$ cat src/rtl/wdog_pkg.sv
package wdog_pkg;
  localparam int REG_W   = 8;
  localparam int PSEL_W  = 3;
  localparam int PRE_W   = 2 ** PSEL_W;

  localparam int BIT_EN      = 5;
  localparam int BIT_RESTART = 4;
  localparam int BIT_RUNIDLE = 3;

  typedef struct packed {
    logic              en;
    logic              restart;
    logic              run_idle;
    logic [PSEL_W-1:0] psel;
  } wd_ctl_t;
endpackage

$ cat src/rtl/wdog_regs.sv
module wdog_regs
  import wdog_pkg::*;
(
  input  logic             clk,
  input  logic             rst,
  input  logic             wr_en,
  input  logic [REG_W-1:0] wr_data,
  output logic [REG_W-1:0] rd_data,
  output wd_ctl_t          ctl
);
  localparam int FREE_W = REG_W - 3 - PSEL_W;

  logic unused_hi;
  assign unused_hi = ^wr_data[REG_W-1:BIT_EN+1];

  always_ff @(posedge clk) begin
    if (rst) begin
      ctl <= '0;
    end else begin
      ctl.restart <= wr_en & wr_data[BIT_RESTART];
      if (wr_en) begin
        ctl.en       <= ctl.en | wr_data[BIT_EN];
        ctl.run_idle <= wr_data[BIT_RUNIDLE];
        ctl.psel     <= wr_data[PSEL_W-1:0];
      end
    end
  end

  assign rd_data = {{FREE_W{1'b0}}, ctl.en, ctl.restart, ctl.run_idle, ctl.psel};

  // run enable stays set until system reset
  a_r3_enable_sticky: assert property (@(posedge clk) disable iff (rst)
    ctl.en |=> ctl.en);

  // restart request is a one-shot unless written again
  a_r4_restart_oneshot: assert property (@(posedge clk) disable iff (rst)
    (ctl.restart && !wr_en) |=> !ctl.restart);
endmodule

$ cat src/rtl/wdog_prescale.sv
module wdog_prescale
  import wdog_pkg::*;
(
  input  logic              clk,
  input  logic              rst,
  input  logic              active,
  input  logic              clear,
  input  logic [PSEL_W-1:0] psel,
  output logic              tick
);
  localparam logic [PSEL_W-1:0] CODE_MAX = '1;
  localparam logic [PRE_W-1:0]  ONES     = '1;

  logic [PRE_W-1:0]  pre_q;
  logic [PSEL_W-1:0] code_q;
  logic [PRE_W-1:0]  lim;

  // terminal value for division by 2^(code+1)
  assign lim  = ONES >> (CODE_MAX - code_q);
  assign tick = active & ~clear & (pre_q == lim);

  always_ff @(posedge clk) begin
    if (rst || clear) begin
      pre_q <= '0;
    end else if (active) begin
      if (tick) pre_q <= '0;
      else      pre_q <= pre_q + 1'b1;
    end
  end

  // code is taken over only while the prescaler sits at a period start
  always_ff @(posedge clk) begin
    if (rst)               code_q <= '0;
    else if (pre_q == '0)  code_q <= psel;
  end

  // ratio never changes inside a running period
  a_r8_code_hold: assert property (@(posedge clk) disable iff (rst)
    (pre_q != '0) |=> $stable(code_q));

  // clear returns the prescaler to a period start
  a_r4_pre_cleared: assert property (@(posedge clk) disable iff (rst)
    clear |=> (pre_q == '0));
endmodule

$ cat src/rtl/wdog_counter.sv
module wdog_counter #(
  parameter int CNT_W = 15
) (
  input  logic             clk,
  input  logic             rst,
  input  logic             clear,
  input  logic             tick,
  output logic [CNT_W-1:0] cnt_o,
  output logic             ovf_o
);
  localparam logic [CNT_W-1:0] CNT_MAX = '1;

  always_ff @(posedge clk) begin
    if (rst || clear) begin
      cnt_o <= '0;
      ovf_o <= 1'b0;
    end else begin
      ovf_o <= tick & (cnt_o == CNT_MAX);
      if (tick) cnt_o <= cnt_o + 1'b1;
    end
  end

  // reset pulse lasts one clock
  a_r6_single_pulse: assert property (@(posedge clk) disable iff (rst)
    ovf_o |=> !ovf_o);

  // clear empties the counter and drops any pulse
  a_r4_cnt_cleared: assert property (@(posedge clk) disable iff (rst)
    clear |=> (cnt_o == '0) && !ovf_o);

  // a pulse comes only out of a wrap
  a_r5_pulse_on_wrap: assert property (@(posedge clk) disable iff (rst)
    ovf_o |-> (cnt_o == '0));
endmodule

$ cat src/rtl/wdog_ctl.sv
module wdog_ctl
  import wdog_pkg::*;
#(
  parameter int CNT_W = 15
) (
  input  logic             clk,
  input  logic             rst,
  input  logic             wr_en,
  input  logic [REG_W-1:0] wr_data,
  output logic [REG_W-1:0] rd_data,
  input  logic             idle_in,
  output logic             wdt_rst_o
);
  wd_ctl_t          ctl;
  logic             active;
  logic             tick;
  logic [CNT_W-1:0] cnt;

  wdog_regs u_regs (
    .clk     (clk),
    .rst     (rst),
    .wr_en   (wr_en),
    .wr_data (wr_data),
    .rd_data (rd_data),
    .ctl     (ctl)
  );

  // idle stalls counting unless count-in-idle is set
  assign active = ctl.en & ~(idle_in & ~ctl.run_idle);

  wdog_prescale u_pre (
    .clk    (clk),
    .rst    (rst),
    .active (active),
    .clear  (ctl.restart),
    .psel   (ctl.psel),
    .tick   (tick)
  );

  wdog_counter #(.CNT_W(CNT_W)) u_cnt (
    .clk   (clk),
    .rst   (rst),
    .clear (ctl.restart),
    .tick  (tick),
    .cnt_o (cnt),
    .ovf_o (wdt_rst_o)
  );

  // idle without count-in-idle freezes the watchdog count
  a_r7_idle_freeze: assert property (@(posedge clk) disable iff (rst)
    (idle_in && !ctl.run_idle && !ctl.restart) |=> $stable(cnt));

  // stopped watchdog never resets
  a_r9_quiet_when_off: assert property (@(posedge clk) disable iff (rst)
    !ctl.en |-> !wdt_rst_o);
endmodule

$ cat config.mk
export PLATFORM = sky130hd
export DESIGN_NAME = wdog_ctl
export DESIGN_NICKNAME = d
export VERILOG_FILES = /design/src/rtl/wdog_pkg.sv /design/src/rtl/wdog_regs.sv /design/src/rtl/wdog_prescale.sv /design/src/rtl/wdog_counter.sv /design/src/rtl/wdog_ctl.sv
export SDC_FILE = /design/constraint.sdc
export NUM_CORES = 1
export LEC_CHECK = 0
export BUFFER_PORTS_ARGS = -buffer_cell sky130_fd_sc_hd__buf_2
export CAP_MARGIN = 0
export CORE_UTILIZATION = 61
export DETAILED_ROUTE_END_ITERATION = 8
export GPL_TIMING_DRIVEN = 0
export PLACE_DENSITY_LB_ADDON = 0.08
export SYNTH_ARGS = -nofsm -noshare
export SYNTH_HDL_FRONTEND = slang
export SYNTH_SLANG_ARGS = --single-unit
$ cat constraint.sdc
create_clock -name clk -period 6.3 [get_ports clk]
set_clock_uncertainty 0.2 [all_clocks]
set_input_delay 0.63 -clock clk [delete_from_list [all_inputs] [get_ports clk]]
set_output_delay 0.63 -clock clk [all_outputs]
set_load 0.01 [all_outputs]
==> metrics.md, run 1 <==
| Metric | Value |
|---|---|
| Layout cell share with drive strength beyond 1 | `15.6%` |
| Crit Path Max Fanout | `10` |
| Critical path's largest stage delay | `slightly above 0.4 ns` |
| H-tree Lvls | `2` |
| Pwr Density | `202 nW/um^2` |
| Crit end category | `register` |
| Mapped Area | `about 1700 um^2` |
| Leakage | `0.000666 uW` |
| FP Rows | `18` |
| CTS Root Cell | `clkbuf_4` |
| Iter 0 DRT Violations | `89` |
| RSZ-0062 raised after global routing | `no` |
| Crit path launch type | `register` |
| Worst VDD drop | `around 170 uV` |
| Clock sink total | `33` |
| Initial antenna violation count | `0` |
| Synth Register Bits | `33` |
| Die height | `approximately 55 um` |
| Ys Warns | `0` |
| HP Class | `reg -> reg` |
| Max Slew Vio Count | `0` |
| GRT Total Usage | `~31%` |
| Die footprint | `slightly above 3000 um^2` |
| Final HPWL from detailed placement | `2860 um` |
| F_max | `between 300 and 400 MHz` |
| Antenna Diode Count | `0` |
| Count leader, synth | `dfxtp_1` |
| WP data required | `about 6.4 ns` |
| Grt ovf | `0` |
| Buf+Inv Stages, Crit Path | `3` |
| TritonCTS clock tree | `done` |
| Status | `finished, final reports clean` |
| Post-CTS Setup Inserts | `0` |
| Worst Path Arrival | `2.70 ns` |
| Critical path type | `reg -> reg` |
| Initial Util | `66.8%` |
| Largest net degree at the start of global routing | `11` |
| Post-synth EDFFs | `0` |
| Worst skew pair latency | `roughly 0.34 ns` |
| Tmin final | `2.63 ns` |
| Area growth, synth to finish | `10.0%` |
| Final setup fails | `0` |
| Prevailing post-synth register cell | `dfxtp_1` |
| Final Hold Vio Count | `0` |
| Via count | `1609` |
| Post-layout util | `between 70% and 80%` |
| Ports | `21` |
| Setup TNS | `0 ns` |
| Number of global-route vias before repair | `1392` |
| Ys async rst share | `0%` |
| Family with the most delay on the worst path | `buffers and inverters` |
| Multi-input gate area | `927 um^2` |
| Top cells by area, synth | `dfxtp_1 39%, o31ai_1 5.7%, or4_1 5.7%` |
| Register area | `661 um^2` |
| Core ar. | `2570 um^2` |
| Layout net count | `240` |
| Clock Pin Slew Worst Setup and Hold Paths | `~0.10 ns` |
| Hold_buf cts | `0` |
| CP most frequent cell | `clkbuf_1` |
| Routed wire length | `4010 um` |
| Slowest cell on the critical path | `clkbuf_1` |
| PostCTS Resize Cnt | `0` |
| WL per Instance | `15.7 um` |
| Most frequent cells after synthesis | `33 x dfxtp_1, 17 x nor2_1, 16 x a21oi_1` |
| Crit path cell chain | `clkbuf_1 > nor2_1 > a32o_1 > o2111ai_1 > clkbuf_1 > clkbuf_1 > o31ai_1 > a21oi_1` |
| Synth top area share | `between 30% and 40%` |
| FILL cells | `191` |
| Mapped Avg Cell Area | `around 8.5 um^2` |
| Post-synthesis instance total | `between 200 and 250` |
| MaxCap Viol Count | `0` |
| Gp weighted congestion | `0.886` |
| Via-to-Cell Ratio | `6.31` |
| Final period util | `41.7%` |
| DRC | `0` |
| Seq/Total Area, Yosys | `38.5%` |
| Drt first pass iters | `4` |
| Largest area contributor in the netlist | `dfxtp_1` |
| Die width | `between 50 and 60 um` |
| Clock Path Buffers | `2` |
| Yosys cell types | `37` |
| PortBufs | `15` |
| Num CTS Buffers | `5` |
| Post-route ant nets | `0` |
| First-pass GRT wire length | `6420 um` |
-- cell usage in the layout, fill, tap and decap left out, drive strengths merged, types with 6 or more instances in the layout --
master / count
or4: 14
mux2i: 9
nand2: 14
clkbuf: 18
dfxtp: 33
o31ai: 13
nor3: 11
buf: 24
nand4: 6
a21oi: 16
nand3: 9
nor2: 18
-- layer usage --
layer / global-route usage [%] / vias to the layer above / routed length, um
met5: 0 / - / 0
met4: 12.1 / 0 / 55
met3: 9.02 / 5 / 299
met2: 51.2 / 64 / 1930
met1: 37.6 / 755 / 1720
li1: - / 785 / -
-- worst reg2reg max path, stage by stage (launching register included) --
cell	delay, ns
dfxtp_1	0.32
clkbuf_1	0.30
nor2_1	0.13
a32o_1	0.22
o2111ai_1	0.27
clkbuf_1	0.40
clkbuf_1	0.41
o31ai_1	0.15
a21oi_1	0.16
-- logic make-up (layout without fill, tap and decap cells) --
logic type,after synthesis,in the layout,share of synthesized area (%)
simple gates,85,85,26.8
compound gates,37,37,14.8
flops,33,33,38.5
buf+inv,25,47,7.59
xor+xnor,9,9,4.60
mux,9,9,5.26
fa+ha+maj,3,3,2.19
other cells,1,2,0.219
-- cell type report --
| class | instances | area share (%) |
|---|---|---|
| repair buffers | 15 | 3.98 |
| multi-input cells | 145 | 49.2 |
| clock buffers | 7 | 2.92 |
| well taps | 30 | 1.99 |
| inverters | 5 | 0.995 |
| plain buffers | 20 | 5.91 |
| flip-flops and latches | 33 | 35.0 |
-- per-stage QoR --
| stage | instance area (um^2) | total power (uW) | instances | hold WS, ns | setup slack (ns) |
|---|---|---|---|---|---|
| after floorplan | 1720 | 249 | 203 | 0.224 | 4.05 |
| final | 1890 | 381 | 255 | 0.258 | 3.67 |
| after global placement | 1830 | 259 | 248 | 0.235 | 3.71 |
| after CTS | 1890 | 381 | 255 | 0.260 | 3.69 |
| after detailed placement | 1830 | 262 | 248 | 0.251 | 3.58 |
| after global routing | 1890 | 396 | 255 | 0.290 | 3.50 |
-- sequential cells by signal (all words and copies together) (netlist names) --
name          flops
u_cnt.cnt_o      15
u_pre.pre_q       8
u_pre.code_q      3
u_regs.ctl        6
u_cnt.ovf_o       1
-- final timing paths --
kind / start / end / slack [ns] / cells after the start
setup / recovery: u_pre.pre_q[2] / u_cnt.cnt_o[13] / 3.67 / 8
hold / removal: u_cnt.cnt_o[14] / u_cnt.ovf_o / 0.26 / 2
setup reg to reg: u_pre.pre_q[2] / u_cnt.cnt_o[13] / 3.67 / 8
hold reg to reg: u_cnt.cnt_o[14] / u_cnt.ovf_o / 0.26 / 2
-- power breakdown --
part,switching [uW],internal [uW]
sequential,3.86,212
combinational,24.6,17.1
clock,70.8,52.6
total,99.2,282
(Power assumes the default switching activity.)
==> run 2: changes to the inputs <==
--- a/config.mk
+++ b/config.mk
@@ -7,7 +7,7 @@
 export LEC_CHECK = 0
 export BUFFER_PORTS_ARGS = -buffer_cell sky130_fd_sc_hd__buf_2
 export CAP_MARGIN = 0
-export CORE_UTILIZATION = 61
+export CORE_UTILIZATION = 57
 export DETAILED_ROUTE_END_ITERATION = 8
 export GPL_TIMING_DRIVEN = 0
 export PLACE_DENSITY_LB_ADDON = 0.08
==> constraint.sdc (replaced) <==
create_clock -name clk -period 2.6 [get_ports clk]
set_clock_uncertainty 0.2 [all_clocks]
set_input_delay 0.26 -clock clk [delete_from_list [all_inputs] [get_ports clk]]
set_output_delay 0.26 -clock clk [all_outputs]
set_load 0.01 [all_outputs]
==> run 2 against run 1 <==
Effect of this change:
- the run now ends with design-rule violations left
- critical path depth stayed put
- wire length fell by 6.8%
- first-iteration DRC count down 42%
- sequential power rose by 140%
- power up 140%
- hold slack got worse by 0.11 ns
- sequential share of layout area decreased by 1.1 points
==> metrics.md, run 2 (synthesis results as in run 1) <==
| Metric | Value |
|---|---|
| Status | `finished with violations` |
| Failing checks | `design-rule violations` |
| PnR worst setup slack | `0.179 ns (-3.49 ns)` |
| Leakage | `0.000696 uW (+4.4%)` |
| Worst Path Arrival | `2.44 ns (-0.26 ns)` |
| HP Start | `wr_en` |
| Crit path launch type | `register` |
| Crit end category | `register` |
| Initial antenna violation count | `0 (unchanged)` |
| Pwr Density | `466 nW/um^2 (+130%)` |
| Via count | `1605 (-0.25%)` |
| Post-route ant nets | `0 (unchanged)` |
| DRC | `2 (+2)` |
| FILL cells | `230 (+20%)` |
| Hold slack | `0.151 ns (-0.108 ns)` |
| Layout cell share with drive strength beyond 1 | `16.8% (+1.3 points)` |
| Setup TNS | `0 ns (unchanged)` |
| Num CTS Buffers | `5 (unchanged)` |
| Via-to-Cell Ratio | `6.10 (-3.3%)` |
| Hold EP | `u_regs.ctl[5]` |
| Layout net count | `246 (+2.5%)` |
| Regs by FF count | `u_cnt.cnt_o: 15 flops, u_pre.pre_q: 8 flops, u_regs.ctl: 6 flops` |
| Hold path cells | `3 (+1)` |
| Worst skew pair latency | `0.34 ns (about the same)` |
| Post-layout util | `69.5% (-3.9 points)` |
| Final Hold Vio Count | `0 (unchanged)` |
| Worst VDD drop | `356 uV (+110%)` |
| Commonest cells after routing, fill and taps aside | `33 x dfxtp_1, 17 x buf_2, 17 x nor2_1, 16 x a21oi_1, 14 x nand2_1` |
| WP data required | `2.61 ns (-3.77 ns)` |
| Tmin final | `2.42 ns (-0.206 ns)` |
| R2R Path End | `u_cnt.cnt_o[7]` |
| Max Slew Vio Count | `0 (unchanged)` |
| Post-Place Worst Slack | `0.128 ns (-3.45 ns)` |
| Critical path type | `reg -> reg` |
| Final HPWL from detailed placement | `2690 um (-6.1%)` |
| FF-to-FF path depth | `8 (unchanged)` |
| H-tree Lvls | `2 (unchanged)` |
| Number of global-route vias before repair | `1497 (+7.5%)` |
| TritonCTS clock tree | `done` |
| WL per Instance | `14.2 um (-9.6%)` |
| Largest net degree at the start of global routing | `12 (+1)` |
| RSZ-0062 raised after global routing | `no` |
| Clock Path Buffers | `2 (unchanged)` |
| Reg2reg setup slack | `0.18 ns (-3.49 ns)` |
| Drt first pass iters | `6 (+2)` |
| Die width | `56.8 um (+3.3%)` |
| FP Rows | `19 (+1)` |
| PortBufs | `15 (unchanged)` |
| RR Startpoint | `u_pre.code_q[2]` |
| Clock sink total | `33 (unchanged)` |
| Antenna Diode Count | `0 (unchanged)` |
| Iter 0 DRT Violations | `52 (-42%)` |
| Routed wire length | `3740 um (-6.8%)` |
| GRT Total Usage | `26.0% (-4.9 points)` |
| Ports | `21 (unchanged)` |
| Clock Pin Slew Worst Setup and Hold Paths | `0.10 ns (about the same)` |
| Final period util | `93.1% (+51 points)` |
| Max reg flops | `15 (unchanged)` |
| Initial Util | `61.1% (-5.7 points)` |
| Top reg by flops | `u_cnt.cnt_o` |
| Most common cell after layout, fill and taps aside | `dfxtp_1` |
| Die height | `56.8 um (+3.3%)` |
| Final setup fails | `0 (unchanged)` |
| First-pass GRT wire length | `6500 um (+1.2%)` |
| MaxCap Viol Count | `0 (unchanged)` |
| Area growth, synth to finish | `13.7%` |
| Gp weighted congestion | `0.882 (-0.45%)` |
| F_max | `413 MHz (+8.5%)` |
| Core ar. | `2810 um^2 (+9.3%)` |
| CTS Root Cell | `clkbuf_4` |
| Die footprint | `3230 um^2 (+6.8%)` |
| Crit Path Max Fanout | `10 (unchanged)` |
| Grt ovf | `0 (unchanged)` |
| Post-CTS Setup Inserts | `0 (unchanged)` |
| HP Class | `in -> reg` |
==> run 2: cell types whose count changed in the layout (fill, tap and decap cells not counted), sizes merged <==
cell and change:
dlygate4sd3 +6, clkbuf -2, clkinv +2, clkinvlp +1
==> run 2: worst max-delay path by stage <==
stage | startpoint | end | slack [ns] | depth (start not counted)
2_1_floorplan | u_pre.pre_q[3] | u_cnt.cnt_o[10] | 0.39 | 7
3_3_place_gp | u_pre.pre_q[2] | u_cnt.cnt_o[14] | 0.20 | 8
3_5_place_dp | u_pre.pre_q[2] | u_cnt.cnt_o[7] | 0.13 | 8
4_1_cts | u_pre.pre_q[2] | u_cnt.cnt_o[7] | 0.11 | 8
5_1_grt | u_pre.code_q[2] | u_cnt.cnt_o[7] | 0.03 | 8
6_report | u_pre.code_q[2] | u_cnt.cnt_o[7] | 0.18 | 8
==> run 2: layer usage <==
layer  track usage (%)  routed length, um
met1              33.9               1660
met2              41.2               1730
met3              6.91                281
met4              10.1                 70
met5                 0                  0
==> run 2: critical path: stages, from the launching register on <==
cell      delay (ns)
dfxtp_1         0.31
buf_2           0.17
or4_4           0.49
o22ai_2         0.16
o32ai_2         0.14
buf_6           0.18
clkbuf_1        0.22
o31ai_1         0.32
a21oi_1         0.12
==> run 2: final cells by class <==
class | instances | area [um^2] | share of cell area [%]
clock inverter | 3 | 17.5 | 0.899
buffer | 20 | 114 | 5.84
tap | 31 | 38.8 | 1.99
timing repair buffer | 21 | 135 | 6.93
multi-input combinational | 145 | 927 | 47.6
clock buffer | 5 | 37.5 | 1.93
sequential | 33 | 661 | 33.9
inverter | 5 | 18.8 | 0.963
==> run 2: stage by stage <==
| stage | instances | area [um^2] | power [uW] |
|---|---|---|---|
| floorplan | 203 | 1720 | 604 |
| global placement | 249 | 1830 | 627 |
| detailed placement | 249 | 1830 | 631 |
| CTS | 263 | 1950 | 912 |
| global route | 263 | 1950 | 949 |
| finish | 263 | 1950 | 908 |
==> run 2: timing repair <==
item | 4_1_cts | 5_1_grt
gates resized for setup | 0 | 4
setup endpoints to repair | 0 | 9
hold buffers | 6 | 0
endpoints found under the hold margin | 6 | 0
==> run 2: power breakdown <==
group | internal [uW] | switching (uW)
clock | 102 | 179
combinational | 47.4 | 57.1
sequential | 514 | 8.68
total | 663 | 244
